--- src/rtl/unlock_pkg.sv ---
package unlock_pkg;

    localparam int CMP_W = 15;

    localparam logic [CMP_W-1:0] ADR_KEY_A = 15'h5555;
    localparam logic [CMP_W-1:0] ADR_KEY_B = 15'h2AAA;

    localparam logic [7:0] BYTE_KEY_A = 8'hAA;
    localparam logic [7:0] BYTE_KEY_B = 8'h55;
    localparam logic [7:0] OP_PROT    = 8'hA0;
    localparam logic [7:0] OP_EXT     = 8'h80;
    localparam logic [7:0] OP_ID_ON   = 8'h90;
    localparam logic [7:0] OP_ID_OFF  = 8'hF0;
    localparam logic [7:0] OP_ERASE   = 8'h10;
    localparam logic [7:0] OP_UNPROT  = 8'h20;
    localparam logic [7:0] OP_ID_ALT  = 8'h60;

    typedef enum logic [2:0] {
        SQ_IDLE,
        SQ_KEY1,
        SQ_KEY2,
        SQ_EXT,
        SQ_EXT_KEY1,
        SQ_EXT_KEY2
    } seq_state_t;

    typedef enum logic [2:0] {
        CMD_NONE,
        CMD_DATA,
        CMD_PROT_PG,
        CMD_UNPROT,
        CMD_ERASE,
        CMD_ID_ON,
        CMD_ID_OFF
    } cmd_t;

endpackage

--- src/rtl/unlock_seq_fsm.sv ---
module unlock_seq_fsm
    import unlock_pkg::*;
#(
    parameter int ADDR_W = 16
) (
    input  logic              clk,
    input  logic              rst_n,
    input  logic              en,
    input  logic [ADDR_W-1:0] addr,
    input  logic [7:0]        data,
    output cmd_t              cmd,
    output seq_state_t        state
);

    logic [CMP_W-1:0] low_addr;
    logic             is_key1;
    logic             is_key2;
    logic             at_a;
    seq_state_t       nxt;

    assign low_addr = addr[CMP_W-1:0];
    assign at_a     = (low_addr == ADR_KEY_A);
    assign is_key1  = at_a && (data == BYTE_KEY_A);
    assign is_key2  = (low_addr == ADR_KEY_B) && (data == BYTE_KEY_B);

    always_ff @(posedge clk or negedge rst_n) begin
        if (!rst_n) begin
            state <= SQ_IDLE;
        end else if (en) begin
            state <= nxt;
        end
    end

    always_comb begin
        // restart / abort by default: the breaking cycle is re-evaluated
        nxt = is_key1 ? SQ_KEY1 : SQ_IDLE;
        cmd = is_key1 ? CMD_NONE : CMD_DATA;
        unique case (state)
            SQ_IDLE: begin
            end
            SQ_KEY1: begin
                if (is_key2) begin
                    nxt = SQ_KEY2;
                    cmd = CMD_NONE;
                end
            end
            SQ_KEY2: begin
                if (at_a) begin
                    case (data)
                        OP_PROT:   begin nxt = SQ_IDLE; cmd = CMD_PROT_PG; end
                        OP_ID_ON:  begin nxt = SQ_IDLE; cmd = CMD_ID_ON;   end
                        OP_ID_OFF: begin nxt = SQ_IDLE; cmd = CMD_ID_OFF;  end
                        OP_EXT:    begin nxt = SQ_EXT;  cmd = CMD_NONE;    end
                        default:   begin end
                    endcase
                end
            end
            SQ_EXT: begin
                if (is_key1) begin
                    nxt = SQ_EXT_KEY1;
                    cmd = CMD_NONE;
                end
            end
            SQ_EXT_KEY1: begin
                if (is_key2) begin
                    nxt = SQ_EXT_KEY2;
                    cmd = CMD_NONE;
                end
            end
            SQ_EXT_KEY2: begin
                if (at_a) begin
                    case (data)
                        OP_ERASE:  begin nxt = SQ_IDLE; cmd = CMD_ERASE;  end
                        OP_UNPROT: begin nxt = SQ_IDLE; cmd = CMD_UNPROT; end
                        OP_ID_ALT: begin nxt = SQ_IDLE; cmd = CMD_ID_ON;  end
                        default:   begin end
                    endcase
                end
            end
            default: begin
                nxt = SQ_IDLE;
            end
        endcase
        if (!en) begin
            nxt = state;
            cmd = CMD_NONE;
        end
    end

    // the opcode state is reached only from the second-key state
    assert_key_order_R9: assert property (@(posedge clk) disable iff (!rst_n)
        (state == SQ_KEY2 && $past(state) != SQ_KEY2) |-> ($past(state) == SQ_KEY1));

    // the six-cycle opcode state is reached only through its repeated keys
    assert_ext_order_R4: assert property (@(posedge clk) disable iff (!rst_n)
        (state == SQ_EXT_KEY2 && $past(state) != SQ_EXT_KEY2) |-> ($past(state) == SQ_EXT_KEY1));

    // a disabled tracker holds its place
    assert_hold_when_off_R11: assert property (@(posedge clk) disable iff (!rst_n)
        !en |=> $stable(state));

endmodule

--- src/rtl/unlock_lockout.sv ---
module unlock_lockout #(
    parameter int LOCK_TICKS = 300
) (
    input  logic clk,
    input  logic rst_n,
    input  logic start,
    input  logic tick,
    output logic busy
);

    localparam int CNT_W = $clog2(LOCK_TICKS + 1);

    logic [CNT_W-1:0] cnt;

    always_ff @(posedge clk or negedge rst_n) begin
        if (!rst_n) begin
            cnt <= '0;
        end else if (start) begin
            cnt <= CNT_W'(LOCK_TICKS);
        end else if (tick && cnt != '0) begin
            cnt <= cnt - 1'b1;
        end
    end

    assign busy = (cnt != '0);

    assert_lock_load_R11: assert property (@(posedge clk) disable iff (!rst_n)
        start |=> busy);

    assert_lock_hold_R11: assert property (@(posedge clk) disable iff (!rst_n)
        (busy && !tick && !start) |=> $stable(cnt));

endmodule

--- src/rtl/unlock_cmd_decoder.sv ---
module unlock_cmd_decoder
    import unlock_pkg::*;
#(
    parameter int         ADDR_W     = 16,
    parameter logic [7:0] MFR_CODE   = 8'hC3,
    parameter logic [7:0] DEV_CODE   = 8'h2E,
    parameter int         LOCK_TICKS = 300
) (
    input  logic              clk,
    input  logic              rst_n,
    input  logic              wr_valid,
    input  logic [ADDR_W-1:0] wr_addr,
    input  logic [7:0]        wr_data,
    input  logic              us_tick,
    input  logic              page_done,
    input  logic [ADDR_W-1:0] rd_addr,
    output logic              prot_on,
    output logic              page_win,
    output logic              cmd_prot_pg,
    output logic              cmd_unprot,
    output logic              cmd_erase,
    output logic              cmd_id_enter,
    output logic              cmd_id_exit,
    output logic              wr_accept,
    output logic [ADDR_W-1:0] wr_acc_addr,
    output logic [7:0]        wr_acc_data,
    output logic              lock_busy,
    output logic              id_mode,
    output logic              id_valid,
    output logic [7:0]        id_rdata
);

    logic       cyc;
    logic       fsm_en;
    logic       lock_start;
    logic       take_data;
    cmd_t       cmd;
    seq_state_t seq_state;

    assign cyc        = wr_valid && !lock_busy;
    assign fsm_en     = cyc && !page_win;
    assign take_data  = (cyc && page_win) || (cmd == CMD_DATA && !prot_on);
    assign lock_start = (cmd == CMD_DATA) && prot_on;

    unlock_seq_fsm #(.ADDR_W(ADDR_W)) seq_i (
        .clk   (clk),
        .rst_n (rst_n),
        .en    (fsm_en),
        .addr  (wr_addr),
        .data  (wr_data),
        .cmd   (cmd),
        .state (seq_state)
    );

    unlock_lockout #(.LOCK_TICKS(LOCK_TICKS)) lock_i (
        .clk   (clk),
        .rst_n (rst_n),
        .start (lock_start),
        .tick  (us_tick),
        .busy  (lock_busy)
    );

    always_ff @(posedge clk or negedge rst_n) begin
        if (!rst_n) begin
            prot_on      <= 1'b0;
            page_win     <= 1'b0;
            id_mode      <= 1'b0;
            cmd_prot_pg  <= 1'b0;
            cmd_unprot   <= 1'b0;
            cmd_erase    <= 1'b0;
            cmd_id_enter <= 1'b0;
            cmd_id_exit  <= 1'b0;
            wr_accept    <= 1'b0;
            wr_acc_addr  <= '0;
            wr_acc_data  <= '0;
        end else begin
            cmd_prot_pg  <= (cmd == CMD_PROT_PG);
            cmd_unprot   <= (cmd == CMD_UNPROT);
            cmd_erase    <= (cmd == CMD_ERASE);
            cmd_id_enter <= (cmd == CMD_ID_ON);
            cmd_id_exit  <= (cmd == CMD_ID_OFF);
            wr_accept    <= take_data;
            if (take_data) begin
                wr_acc_addr <= wr_addr;
                wr_acc_data <= wr_data;
            end
            if (page_done) begin
                page_win <= 1'b0;
            end
            unique case (cmd)
                CMD_PROT_PG: begin prot_on <= 1'b1; page_win <= 1'b1; end
                CMD_UNPROT:  prot_on <= 1'b0;
                CMD_ID_ON:   id_mode <= 1'b1;
                CMD_ID_OFF:  id_mode <= 1'b0;
                default:     begin end
            endcase
        end
    end

    always_comb begin
        id_valid = id_mode && (rd_addr[CMP_W-1:1] == '0);
        id_rdata = 8'h00;
        if (id_valid) begin
            id_rdata = rd_addr[0] ? DEV_CODE : MFR_CODE;
        end
    end

    assert_prot_rise_R2: assert property (@(posedge clk) disable iff (!rst_n)
        $rose(prot_on) |-> ($past(cmd) == CMD_PROT_PG));

    assert_prot_fall_R4: assert property (@(posedge clk) disable iff (!rst_n)
        $fell(prot_on) |-> ($past(cmd) == CMD_UNPROT));

    assert_win_protected_R3: assert property (@(posedge clk) disable iff (!rst_n)
        page_win |-> prot_on);

    assert_pulse_onehot_R12: assert property (@(posedge clk) disable iff (!rst_n)
        $onehot0({cmd_prot_pg, cmd_unprot, cmd_erase, cmd_id_enter, cmd_id_exit}));

    assert_busy_blocks_R11: assert property (@(posedge clk) disable iff (!rst_n)
        lock_busy |=> (!wr_accept && !cmd_prot_pg && !cmd_unprot && !cmd_erase
                       && !cmd_id_enter && !cmd_id_exit));

endmodule

--- config.mk ---
export PLATFORM = sky130hd
export DESIGN_NAME = unlock_cmd_decoder
export DESIGN_NICKNAME = d
export VERILOG_FILES = /design/src/rtl/unlock_pkg.sv /design/src/rtl/unlock_seq_fsm.sv /design/src/rtl/unlock_lockout.sv /design/src/rtl/unlock_cmd_decoder.sv
export SDC_FILE = /design/constraint.sdc
export NUM_CORES = 1
export LEC_CHECK = 0
export BUFFER_PORTS_ARGS = -buffer_cell sky130_fd_sc_hd__clkbuf_2
export CORE_ASPECT_RATIO = 1.75
export CORE_MARGIN = 2
export CORE_UTILIZATION = 35
export DETAILED_ROUTE_END_ITERATION = 8
export PLACE_DENSITY = 0.66
export SYNTH_ARGS = -nofsm -noshare
export SYNTH_HDL_FRONTEND = slang
export SYNTH_SLANG_ARGS = --single-unit
--- constraint.sdc ---
create_clock -name clk -period 2.15 [get_ports clk]
set_input_delay 0.1075 -clock clk [delete_from_list [all_inputs] [get_ports clk]]
set_output_delay 0.1075 -clock clk [all_outputs]
set_load 0.05 [all_outputs]
==> impl_results.md, run 1 <==
- Clock Pin Slew Worst Setup and Hold Paths: 0.07 ns
- Leakage: 0.00175 uW
- Antenna diode count: 0
- Share of flip-flops with an asynchronous set or reset after synthesis: 100%
- Final Net Count: 514
- Reg2reg end: wr_acc_addr[10]$_DFFE_PN0P_
- Sw power: 839 uW
- CTS H-tree depth: 2
- Combinational fraction of design power: 27.2%
- GRT Resource Usage Total: 20.0%
- Yosys reg bits: 45
- Area of the die: 0.00960 mm2
- Number of synthesized flops with an enable pin: 0
- Worst relative slew slack: 51.2%
- Gpl congestion: 0.889
- Flop-to-flop setup slack: -0.03 ns
- Final clock period utilization by the worst path: 102%
- Run status: finished with violations
- Top achievable clock speed: 458 MHz
- Worst setup path category: flop to flop
- Via count of the first global-routing pass: 3180
- Starting DRT DRC Count: 200
- Final Max Slew Viols: 0
- Power Density: 624 mW/mm2
- Unique cell type count in the Yosys netlist: 57
- Top Usage Layer GRT: met2
- Clk_lat worst skew: 0.29 ns
- Class of the tightest hold or removal check: input port to flop
- Internal power component: 1890 uW
- Detailed placement HPWL: 6.80 mm
- DRC violations left: 0
- Utilization after layout: 50.8%
- Worst hold path cell count: 2
- Gate Count Post-Synth: 357
- Sequential element share of the synthesized area: 36.5%
- Cell at the root of the clock tree: clkbuf_16
- Total length of routed wires: 9.94 mm
- Max Cap Viol: 0
- Fin worst setup slack: -0.0331 ns
- Crit-path cells: nor3b_1 > buf_4 > a41oi_2 > a311oi_2 > o21ai_2 > nand2_4 > buf_12 > a221oi_1 > o311ai_2
- Post-synthesis average cell area: 8.63 um2
- Type of destination of the critical path: flop
- Final number of setup-violating endpoints: 3
- GR met1 Demand/Resource: 22.3%
- Remaining global-route overflow: 0
- Met3 layer usage reported by global route: 3.14%
- CTS tree: built
- Number of clock buffers inserted by TritonCTS: 5
- Global-route wire length before repair: 14.9 mm
- Clk_skew: 0.00760 ns
- Placeable core area: 0.00861 mm2
- Nets in the synthesized netlist: 403
- Launch point of the worst path: seq_i.state[1]$_DFFE_PN0P_
- RSZ-0062 raised after global routing: yes
- Violations in the final reports: setup timing
- Fraction of final layout cells with drive strength greater than 1: 40.9%
- Origin of the worst min-delay path: page_done
- Effective utilization at floorplan: 35.8%
- Maximum fanout along the worst path: 8
- Overall power of the completed layout: 2730 uW
- Overall die width: 74.9 um
- GR met2 Demand/Resource: 36.2%
- Worst R2R Start: seq_i.state[1]$_DFFE_PN0P_
- Max stage delay on crit path: 0.40 ns
- Via density: 5.70
- Total number of vias: 3340
- Worst Path Arrival: 2.34 ns
- Post-route cell area: 0.00437 mm2
- Antenna-violating nets left: 0
- Y dimension of the die: 128 um
- Worst-case vdd ir drop: 452 uV
- Most instantiated flip-flop cell in the synthesis netlist: dfrtp_1
- Core Rows: 45
- Post-detailed-placement cell area: 0.00390 mm2
- Synth-to-Final Area Change: 41.9%
- Transition time of the tightest slew-check pin: 0.732 ns
- Endpoint required time on the critical path: 2.30 ns
- Final Hold Violating Endpoints: 0
- Maximum number of pins on one net before global-route repair: 48
- CP startpoint kind: flop
- Synth Warn #: 0
- Worst Reg-to-Reg Cells: 9
- Net switching fraction of the power: 30.8%
- Final-layout worst hold slack: 0.0242 ns
- Max stage delay cell, worst path: dfrtp_1
- Clk sink count: 45
- Synthesized area: 0.00308 mm2
- Clock network fraction of total power: 33.7%
- Ports: 88
- Quantity of I/O buffers inserted on ports: 85
- Iteration count of the initial detailed-routing pass: 4
- Clock buffer depth: 2
- Initial antenna violation count: 0
- Flop pwr share: 39.1%
- Endpoint, Worst Hold: page_win$_DFFE_PN0P_
- Clock period minus final worst setup slack: 2.18 ns
- Post-detailed-route wirelength per cell: 17.0 um
-- sequential cells by signal, summed over array words and instances, names as in the netlist --
signal and flops:
cmd_prot_pg 1, seq_i.state 3, lock_i.cnt 9, cmd_unprot 1
wr_accept 1, cmd_erase 1, cmd_id_enter 1, wr_acc_addr 16
page_win 1, wr_acc_data 8, id_mode 1, cmd_id_exit 1
prot_on 1
-- power by group through the flow --
stage / combinational, uW / clock (uW) / sequential (uW)
5_1_grt: 823 / 968 / 1080
3_5_place_dp: 686 / 0 / 1090
2_1_floorplan: 351 / 0 / 1070
6_report: 743 / 920 / 1070
4_1_cts: 688 / 933 / 1070
3_3_place_gp: 656 / 0 / 1080
-- area by class of cell --
type / count / area [um2]
fillers: 809 / 4240
multi-input cells: 268 / 1970
flip-flops and latches: 45 / 1130
repair buffers: 138 / 915
well taps: 117 / 146
clock buffers: 5 / 125
clock inverters: 3 / 50.0
inverters: 10 / 41.3
-- per-layer routing --
| layer | vias to the layer above | wire length (um) |
|---|---|---|
| met4 | 0 | 221 |
| met5 | - | 0 |
| met3 | 14 | 417 |
| li1 | 1562 | - |
| met2 | 102 | 5560 |
| met1 | 1662 | 3730 |
-- synth_stat cells (all sizes together) (9+ instances only) --
master / count / area (um2)
nor4: 9 / 71.3
nor3: 13 / 65.1
a221oi: 24 / 210
and3: 22 / 138
o311ai: 24 / 210
dfrtp: 45 / 1130
nor2b: 24 / 150
nand2: 60 / 228
inv: 10 / 37.5
nor2: 17 / 63.8
buf: 14 / 97.6
clkbuf: 20 / 76.3
-- logic make-up after synthesis --
| logic type | synth area share (%) |
|---|---|
| buffers and inverters | 6.86 |
| XOR/XNOR | 2.27 |
| flip-flops | 36.5 |
| other | 0.122 |
| AND/OR/NAND/NOR | 31.8 |
| AO/OA/AOI/OAI | 21.7 |
| multiplexers | 0.325 |
| adder cells (fa/ha/maj) | 0.406 |
-- how the worst max path moves through the flow --
stage / to / slack [ns] / depth (start not counted)
floorplan: prot_on$_DFFE_PN0P_ / -0.03 / 8
global placement: lock_i.cnt[2]$_DFFE_PN0P_ / -0.06 / 8
detailed placement: lock_i.cnt[2]$_DFFE_PN0P_ / -0.12 / 9
CTS: prot_on$_DFFE_PN0P_ / -0.04 / 8
global route: prot_on$_DFFE_PN0P_ / -0.14 / 8
finish: wr_acc_addr[10]$_DFFE_PN0P_ / -0.03 / 9
-- metrics by stage --
stage / setup slack (ns) / instances / setup TNS [ns]
6_report: -0.0331 / 586 / -0.0751
5_1_grt: -0.141 / 586 / -2.35
4_1_cts: -0.0402 / 581 / -0.0609
3_5_place_dp: -0.119 / 572 / -1.90
3_3_place_gp: -0.0585 / 572 / -0.929
2_1_floorplan: -0.0266 / 357 / -0.0449
-- critical path: cells and delay by family, from the launching register on --
kind / cells / cell delay (ns)
buffers and inverters: 2 / 0.33
AO/OA/AOI/OAI: 5 / 1.00
AND/OR/NAND/NOR: 2 / 0.31
flip-flops: 1 / 0.40
-- cells in the final DEF (no fill, tap or decap), types with 2 or more instances in the layout --
master | synthesis | layout
a21oi_1 | 4 | 4
a221oi_1 | 24 | 3
a221oi_2 | 0 | 20
a31oi_1 | 3 | 3
and2_1 | 3 | 2
and3_1 | 22 | 22
buf_12 | 0 | 4
buf_4 | 6 | 45
clkbuf_16 | 0 | 7
clkbuf_2 | 1 | 85
dfrtp_1 | 45 | 45
inv_1 | 10 | 9
nand2_1 | 59 | 57
nand2_4 | 0 | 2
nand2b_1 | 3 | 3
nand3_1 | 3 | 3
nand3b_1 | 2 | 2
nand4_1 | 6 | 6
nand4b_1 | 2 | 2
nor2_1 | 17 | 16
nor2b_1 | 24 | 24
nor3_1 | 13 | 12
nor4_1 | 8 | 7
nor4b_1 | 3 | 3
nor4bb_1 | 2 | 2
o21ai_0 | 4 | 4
o21ai_2 | 2 | 2
o22ai_1 | 3 | 3
o311ai_1 | 1 | 21
o311ai_2 | 0 | 3
or2_2 | 2 | 2
or4_4 | 2 | 2
xnor2_1 | 4 | 4
xor2_1 | 4 | 4
-- repair_timing --
item,CTS,global route
buffers inserted,0,2
hold buffers,1,0
gates cloned,0,3
setup endpoints to repair,6,36
gates resized for setup,2,54
pin swaps,1,3
hold endpoints to repair,24,0
No activity file was read; power rests on OpenSTA's default activity.
==> inputs of run 2 (changes only) <==
--- a/config.mk
+++ b/config.mk
@@ -10,7 +10,8 @@
 export CORE_MARGIN = 2
 export CORE_UTILIZATION = 35
 export DETAILED_ROUTE_END_ITERATION = 8
-export PLACE_DENSITY = 0.66
+export PLACE_DENSITY = 0.64
 export SYNTH_ARGS = -nofsm -noshare
 export SYNTH_HDL_FRONTEND = slang
 export SYNTH_SLANG_ARGS = --single-unit
+export TNS_END_PERCENT = 20
==> constraint.sdc (replaced) <==
create_clock -name clk -period 2.21 [get_ports clk]
set_input_delay 0.1105 -clock clk [delete_from_list [all_inputs] [get_ports clk]]
set_output_delay 0.1105 -clock clk [all_outputs]
set_load 0.05 [all_outputs]
==> impl_results.md, run 2 (same netlist as run 1, synthesis figures left out) <==
- Kind of cell adding the most delay to the critical path: compound AO/OA/AOI/OAI gates
- Cell at the root of the clock tree: clkbuf_16
- DRC violations left: 0 (unchanged)
- Endpoint required time on the critical path: 2.38 ns (+0.08 ns)
- Bufs and invs on worst path: 2 (unchanged)
- CP startpoint kind: flop
- Register with the highest flop count: wr_acc_addr
- Worst-case vdd ir drop: 389 uV (-14%)
- Antenna diode count: 0 (unchanged)
- Top achievable clock speed: 465 MHz (+1.4%)
- Final-layout worst hold slack: 0.00844 ns (-0.0157 ns)
- Detailed placement HPWL: 6.69 mm (-1.5%)
- Power Density: 615 mW/mm2 (-1.5%)
- Worst Reg-to-Reg Cells: 8 (-1)
- Class of the tightest hold or removal check: input port to flop
- Ports: 88 (unchanged)
- Initial antenna violation count: 0 (unchanged)
- Fin worst setup slack: 0.0578 ns (+0.0909 ns)
- Synth-to-Final Area Change: 35.9%
- RSZ-0062 raised after global routing: yes
- Flop-to-flop setup slack: 0.06 ns (+0.09 ns)
- Worst Path Arrival: 2.32 ns (-0.02 ns)
- Leakage: 0.00173 uW (-1.4%)
- Overall die width: 74.9 um (unchanged)
- Final Max Slew Viols: 0 (unchanged)
- Worst hold path cell count: 2 (unchanged)
- Final number of setup-violating endpoints: 0 (-3)
- Number of cells in the design after placement: 565 (-1.2%)
- Final Instance Count excl. Fillers: 578 (-1.4%)
- Clock period minus final worst setup slack: 2.15 ns (-0.0309 ns)
- Gpl congestion: 0.894 (+0.49%)
- Number of clock buffers inserted by TritonCTS: 5 (unchanged)
- Remaining global-route overflow: 0 (unchanged)
- Quantity of I/O buffers inserted on ports: 85 (unchanged)
- Clock buffer depth: 2 (unchanged)
- Launch point of the worst path: lock_i.cnt[1]$_DFFE_PN0P_
- Final clock period utilization by the worst path: 97.4% (-4.2 points)
- Iteration count of the initial detailed-routing pass: 4 (unchanged)
- Type of destination of the critical path: flop
- Origin of the worst min-delay path: page_done
- Worst R2R Start: lock_i.cnt[1]$_DFFE_PN0P_
- Run status: completed
- Final Hold Violating Endpoints: 0 (unchanged)
- Fraction of final layout cells with drive strength greater than 1: 35.1% (-5.8 points)
- Via count of the first global-routing pass: 3139 (-1.3%)
- Clock Pin Slew Worst Setup and Hold Paths: 0.06 ns (about the same)
- Max reg flops: 16 (unchanged)
- Max stage delay on crit path: 0.43 ns (+0.03 ns)
- Post-detailed-route wirelength per cell: 16.0 um (-5.6%)
- Commonest cells after routing, fill and taps aside: clkbuf_2, nand2_1, dfrtp_1
- Effective utilization at floorplan: 35.8% (unchanged)
- Global-route wire length before repair: 15.0 mm (+0.88%)
- Worst setup path category: flop to flop
- Maximum number of pins on one net before global-route repair: 48 (unchanged)
- Largest registers: wr_acc_addr x16, lock_i.cnt x9, wr_acc_data x8
- Max Cap Viol: 0 (unchanged)
- CTS tree: built
- Total number of vias: 3248 (-2.8%)
- Area of the die: 0.00960 mm2 (unchanged)
- Placeable core area: 0.00861 mm2 (unchanged)
- Post-detailed-placement cell area: 0.00385 mm2 (-1.3%)
- Y dimension of the die: 128 um (unchanged)
- Core Rows: 45 (unchanged)
- Antenna-violating nets left: 0 (unchanged)
- Reg2reg end: prot_on$_DFFE_PN0P_
- Via density: 5.62 (-1.4%)
- Leading cell type in the layout, fill and taps excluded: clkbuf_2
- Total length of routed wires: 9.26 mm (-6.8%)
- Clk_skew: 0.00884 ns (+0.00124 ns)
- Clk sink count: 45 (unchanged)
- CTS H-tree depth: 2 (unchanged)
- Final Net Count: 506 (-1.6%)
- Crit-path cells: inv_1 > ha_2 > nor4b_4 > nand4_1 > a2111oi_4 > inv_1 > a2111o_1 > mux2i_1
- GRT Resource Usage Total: 20.0% (about the same)
- Dpl ws: -0.135 ns (-0.0156 ns)
- Starting DRT DRC Count: 171 (-14%)
- Clk_lat worst skew: 0.30 ns (about the same)
- Post-route cell area: 0.00419 mm2 (-4.2%)
- Endpoint, Worst Hold: page_win$_DFFE_PN0P_
- Maximum fanout along the worst path: 4 (-4)
- Max stage delay cell, worst path: a2111o_1
- Critical Path Most Common Cell: inv_1
==> run 2: worst reg2reg max path, delay by kind of cell, from the launching register on <==
family / cells / cell delay, ns
AO/OA/AOI/OAI: 2 / 0.73
adder cells (fa/ha/maj): 1 / 0.17
buffers and inverters: 2 / 0.18
flip-flops: 1 / 0.37
multiplexers: 1 / 0.14
AND/OR/NAND/NOR: 2 / 0.43
==> run 2: final cells by class <==
| class | instances | area [um2] |
|---|---|---|
| Clock buffer | 6 | 129 |
| Clock inverter | 2 | 38.8 |
| Fill cell | 828 | 4430 |
| Inverter | 10 | 37.5 |
| Multi-Input combinational cell | 268 | 1840 |
| Sequential cell | 45 | 1130 |
| Tap cell | 117 | 146 |
| Timing Repair Buffer | 130 | 871 |
==> run 2: how the worst max path moves through the flow <==
| stage | cells past startpoint | slack (ns) | endpoint |
|---|---|---|---|
| floorplan | 10 | -0.11 | lock_i.cnt[6]$_DFFE_PN0P_ |
| global placement | 8 | -0.05 | wr_accept$_DFF_PN0_ |
| detailed placement | 7 | -0.13 | wr_acc_addr[8]$_DFFE_PN0P_ |
| CTS | 8 | 0.001 | prot_on$_DFFE_PN0P_ |
| global route | 8 | -0.13 | prot_on$_DFFE_PN0P_ |
| finish | 8 | 0.06 | prot_on$_DFFE_PN0P_ |
==> run 2: where the power goes <==
group	internal [uW]	switching (uW)
clock network	536	336
registers	925	130
logic	329	317
==> run 2: per-stage QoR <==
step,total power (uW),utilization [%],setup TNS (ns)
after floorplan,1380,-,-0.109
after global routing,2710,48.6,-1.45
after detailed placement,1670,44.7,-2.47
final,2570,48.6,0
after global placement,1640,44.7,-0.417
after CTS,2540,46.9,0
==> run 2: timing repair <==
action | 4_1_cts | 5_1_grt
hold buffers | 1 | 0
buffers inserted | 0 | 2
resized for setup | 1 | 38
cloned | 0 | 2
endpoints found under the hold margin | 10 | 0
setup endpoints to repair | 1 | 34
pin swaps | 1 | 5
==> run 2: metal layers <==
| layer | part of all wire, % | routed length (um) | vias up | GRT usage (%) |
|---|---|---|---|---|
| li1 | - | - | 1550 | - |
| met1 | 39 | 3650 | 1586 | 23.0 |
| met2 | 54 | 5010 | 100 | 35.4 |
| met3 | 4.2 | 393 | 12 | 3.22 |
| met4 | 2.2 | 200 | 0 | 8.30 |
| met5 | 0 | 0 | - | 0 |
==> inputs of run 3 (changes only) <==
--- a/config.mk
+++ b/config.mk
@@ -10,7 +10,6 @@
 export CORE_MARGIN = 2
 export CORE_UTILIZATION = 35
 export DETAILED_ROUTE_END_ITERATION = 8
-export PLACE_DENSITY = 0.64
 export SYNTH_ARGS = -nofsm -noshare
 export SYNTH_HDL_FRONTEND = slang
 export SYNTH_SLANG_ARGS = --single-unit
==> impl_results.md, run 3 (same netlist as run 1, synthesis figures left out) <==
- Total area of multi-input combinational cells: 0.00182 mm2 (-1.1%)
- Area of the die: 0.00960 mm2 (unchanged)
- Final number of setup-violating endpoints: 0 (unchanged)
- Worst R2R Start: lock_i.cnt[0]$_DFFE_PN0P_
- Number of fill cells in the layout: 833 (+0.60%)
- Via density: 5.53 (-1.5%)
- Maximum fanout along the worst path: 4 (unchanged)
- Placeable core area: 0.00861 mm2 (unchanged)
- Clock Pin Slew Worst Setup and Hold Paths: 0.07 ns (about the same)
- Core Rows: 45 (unchanged)
- Class of the tightest hold or removal check: input port to flop
- Utilization after layout: 48.8% (+0.15 points)
- Worst relative slew slack: 66.0%
- Overall die width: 74.9 um (unchanged)
- Overall power of the completed layout: 2640 uW (+2.5%)
- Endpoint required time on the critical path: 2.38 ns (about the same)
- Iteration count of the initial detailed-routing pass: 4 (unchanged)
- GRT Resource Usage Total: 19.4% (-0.64 points)
- Total length of routed wires: 9.15 mm (-1.2%)
- Maximum number of pins on one net before global-route repair: 50 (+4.2%)
- RSZ-0062 raised after global routing: yes
- Detailed placement HPWL: 6.52 mm (-2.6%)
- Final clock period utilization by the worst path: 100% (+2.6 points)
- Final Hold Violating Endpoints: 0 (unchanged)
- Power Density: 628 mW/mm2 (+2.2%)
- Initial antenna violation count: 0 (unchanged)
- Post-detailed-route wirelength per cell: 15.6 um (-2.4%)
- Number of clock buffers inserted by TritonCTS: 5 (unchanged)
- Commonest cells after routing, fill and taps aside: clkbuf_2, nand2_1, dfrtp_1
- Antenna-violating nets left: 0 (unchanged)
- Transition time of the tightest slew-check pin: 0.503 ns
- Worst-case vdd ir drop: 347 uV (-11%)
- Y dimension of the die: 128 um (unchanged)
- Top achievable clock speed: 452 MHz (-2.6%)
- Clk_lat worst skew: 0.30 ns (about the same)
- Clk sink count: 45 (unchanged)
- Leakage: 0.00170 uW (-1.5%)
- Run status: completed
- CTS tree: built
- Register with the highest flop count: wr_acc_addr
- Clock buffer depth: 2 (unchanged)
- Post-route cell area: 0.00420 mm2 (+0.30%)
- Clk_skew: 0.00859 ns (-0.000257 ns)
- Starting DRT DRC Count: 187 (+9.4%)
- Ports: 88 (unchanged)
- Synth-to-Final Area Change: 36.3%
- Launch point of the worst path: lock_i.cnt[0]$_DFFE_PN0P_
- CTS H-tree depth: 2 (unchanged)
- Fraction of final layout cells with drive strength greater than 1: 36.1% (+0.97 points)
- Remaining global-route overflow: 0 (unchanged)
- Cell at the root of the clock tree: clkbuf_16
- Antenna diode count: 0 (unchanged)
- Post-detailed-placement cell area: 0.00388 mm2 (+0.84%)
- Clock period minus final worst setup slack: 2.21 ns (+0.0578 ns)
- Max reg flops: 16 (unchanged)
- CP startpoint kind: flop
- Final Max Slew Viols: 0 (unchanged)
- Final Net Count: 513 (+1.4%)
- Effective utilization at floorplan: 35.8% (unchanged)
- Gpl congestion: 0.821 (-8.1%)
- Largest registers: wr_acc_addr x16, lock_i.cnt x9, wr_acc_data x8
- Leading cell type in the layout, fill and taps excluded: clkbuf_2
- Origin of the worst min-delay path: page_done
- Dpl ws: -0.0563 ns (+0.0785 ns)
- Fin worst setup slack: 0.0000249 ns (-0.0578 ns)
- Final-layout worst hold slack: 0.0176 ns (+0.00921 ns)
- Type of destination of the critical path: flop
- Area taken by flip-flops and latches: 0.00113 mm2 (unchanged)
- Total number of vias: 3237 (-0.34%)
- Worst setup path category: flop to flop
- Global-route wire length before repair: 14.4 mm (-4.1%)
- Worst Path Arrival: 2.38 ns (+0.06 ns)
- DRC violations left: 0 (unchanged)
- Via count of the first global-routing pass: 2993 (-4.7%)
- Max Cap Viol: 0 (unchanged)
- Quantity of I/O buffers inserted on ports: 85 (unchanged)
## run 3: cell count changes in the layout (fill, tap and decap cells not counted), moves of 2 or more
cell / delta
a221oi_2: +3
a221oi_1: -2
buf_4: +8
o311ai_0: +3
o311ai_2: -2
## run 3: metrics by stage
step                      TNS [ns]  instances
after floorplan             -0.109        357
after global placement      -0.127        571
after detailed placement    -0.771        571
after CTS                        0        580
after global routing         -2.07        585
final                            0        585
## run 3: worst max-delay path: stages, from the launching register on
cell       delay, ns
dfrtp_1         0.38
inv_1           0.06
ha_2            0.17
nor4b_4         0.22
nand4_1         0.24
a2111oi_4       0.33
inv_1           0.10
a2111o_1        0.43
mux2i_1         0.14
## run 3: layout make-up
class | count | area share [%]
Tap cell | 117 | 3.49
Sequential cell | 45 | 26.8
Clock inverter | 3 | 1.16
Clock buffer | 5 | 2.98
Inverter | 10 | 0.894
Timing Repair Buffer | 137 | 21.4
Multi-Input combinational cell | 268 | 43.3
## run 3: path summary, 6_finish.rpt
path,slack [ns],cells past startpoint,end
hold / removal,0.02,2,page_win$_DFFE_PN0P_
hold reg to reg,0.54,1,lock_i.cnt[6]$_DFFE_PN0P_
setup / recovery,0.00002,8,prot_on$_DFFE_PN0P_
setup reg to reg,0.00002,8,prot_on$_DFFE_PN0P_
max in group asynchronous,1.20,3,seq_i.state[0]$_DFFE_PN0P_
min in group asynchronous,0.24,2,wr_acc_addr[4]$_DFFE_PN0P_
## run 3: repair_timing
| action | CTS | global route |
|---|---|---|
| buffers inserted | 0 | 4 |
| hold endpoints to repair | 12 | 0 |
| setup endpoints to repair | 2 | 36 |
| gates resized for setup | 1 | 34 |
| cloned | 0 | 1 |
| hold buffers | 1 | 0 |
| pin swaps | 1 | 4 |
## run 3: per-layer routing
layer	GRT usage [%]	share of wire, %	vias up
met5	0	0	-
met4	8.51	2.9	0
met3	2.83	5.1	17
met2	33.2	52	120
met1	23.3	40	1547
li1	-	-	1553
## run 3: where the power goes
group          leakage [uW]  internal [uW]  switching [uW]
combinational       0.00114            356             325
sequential         0.000476            924             122
clock             0.0000819            542             370
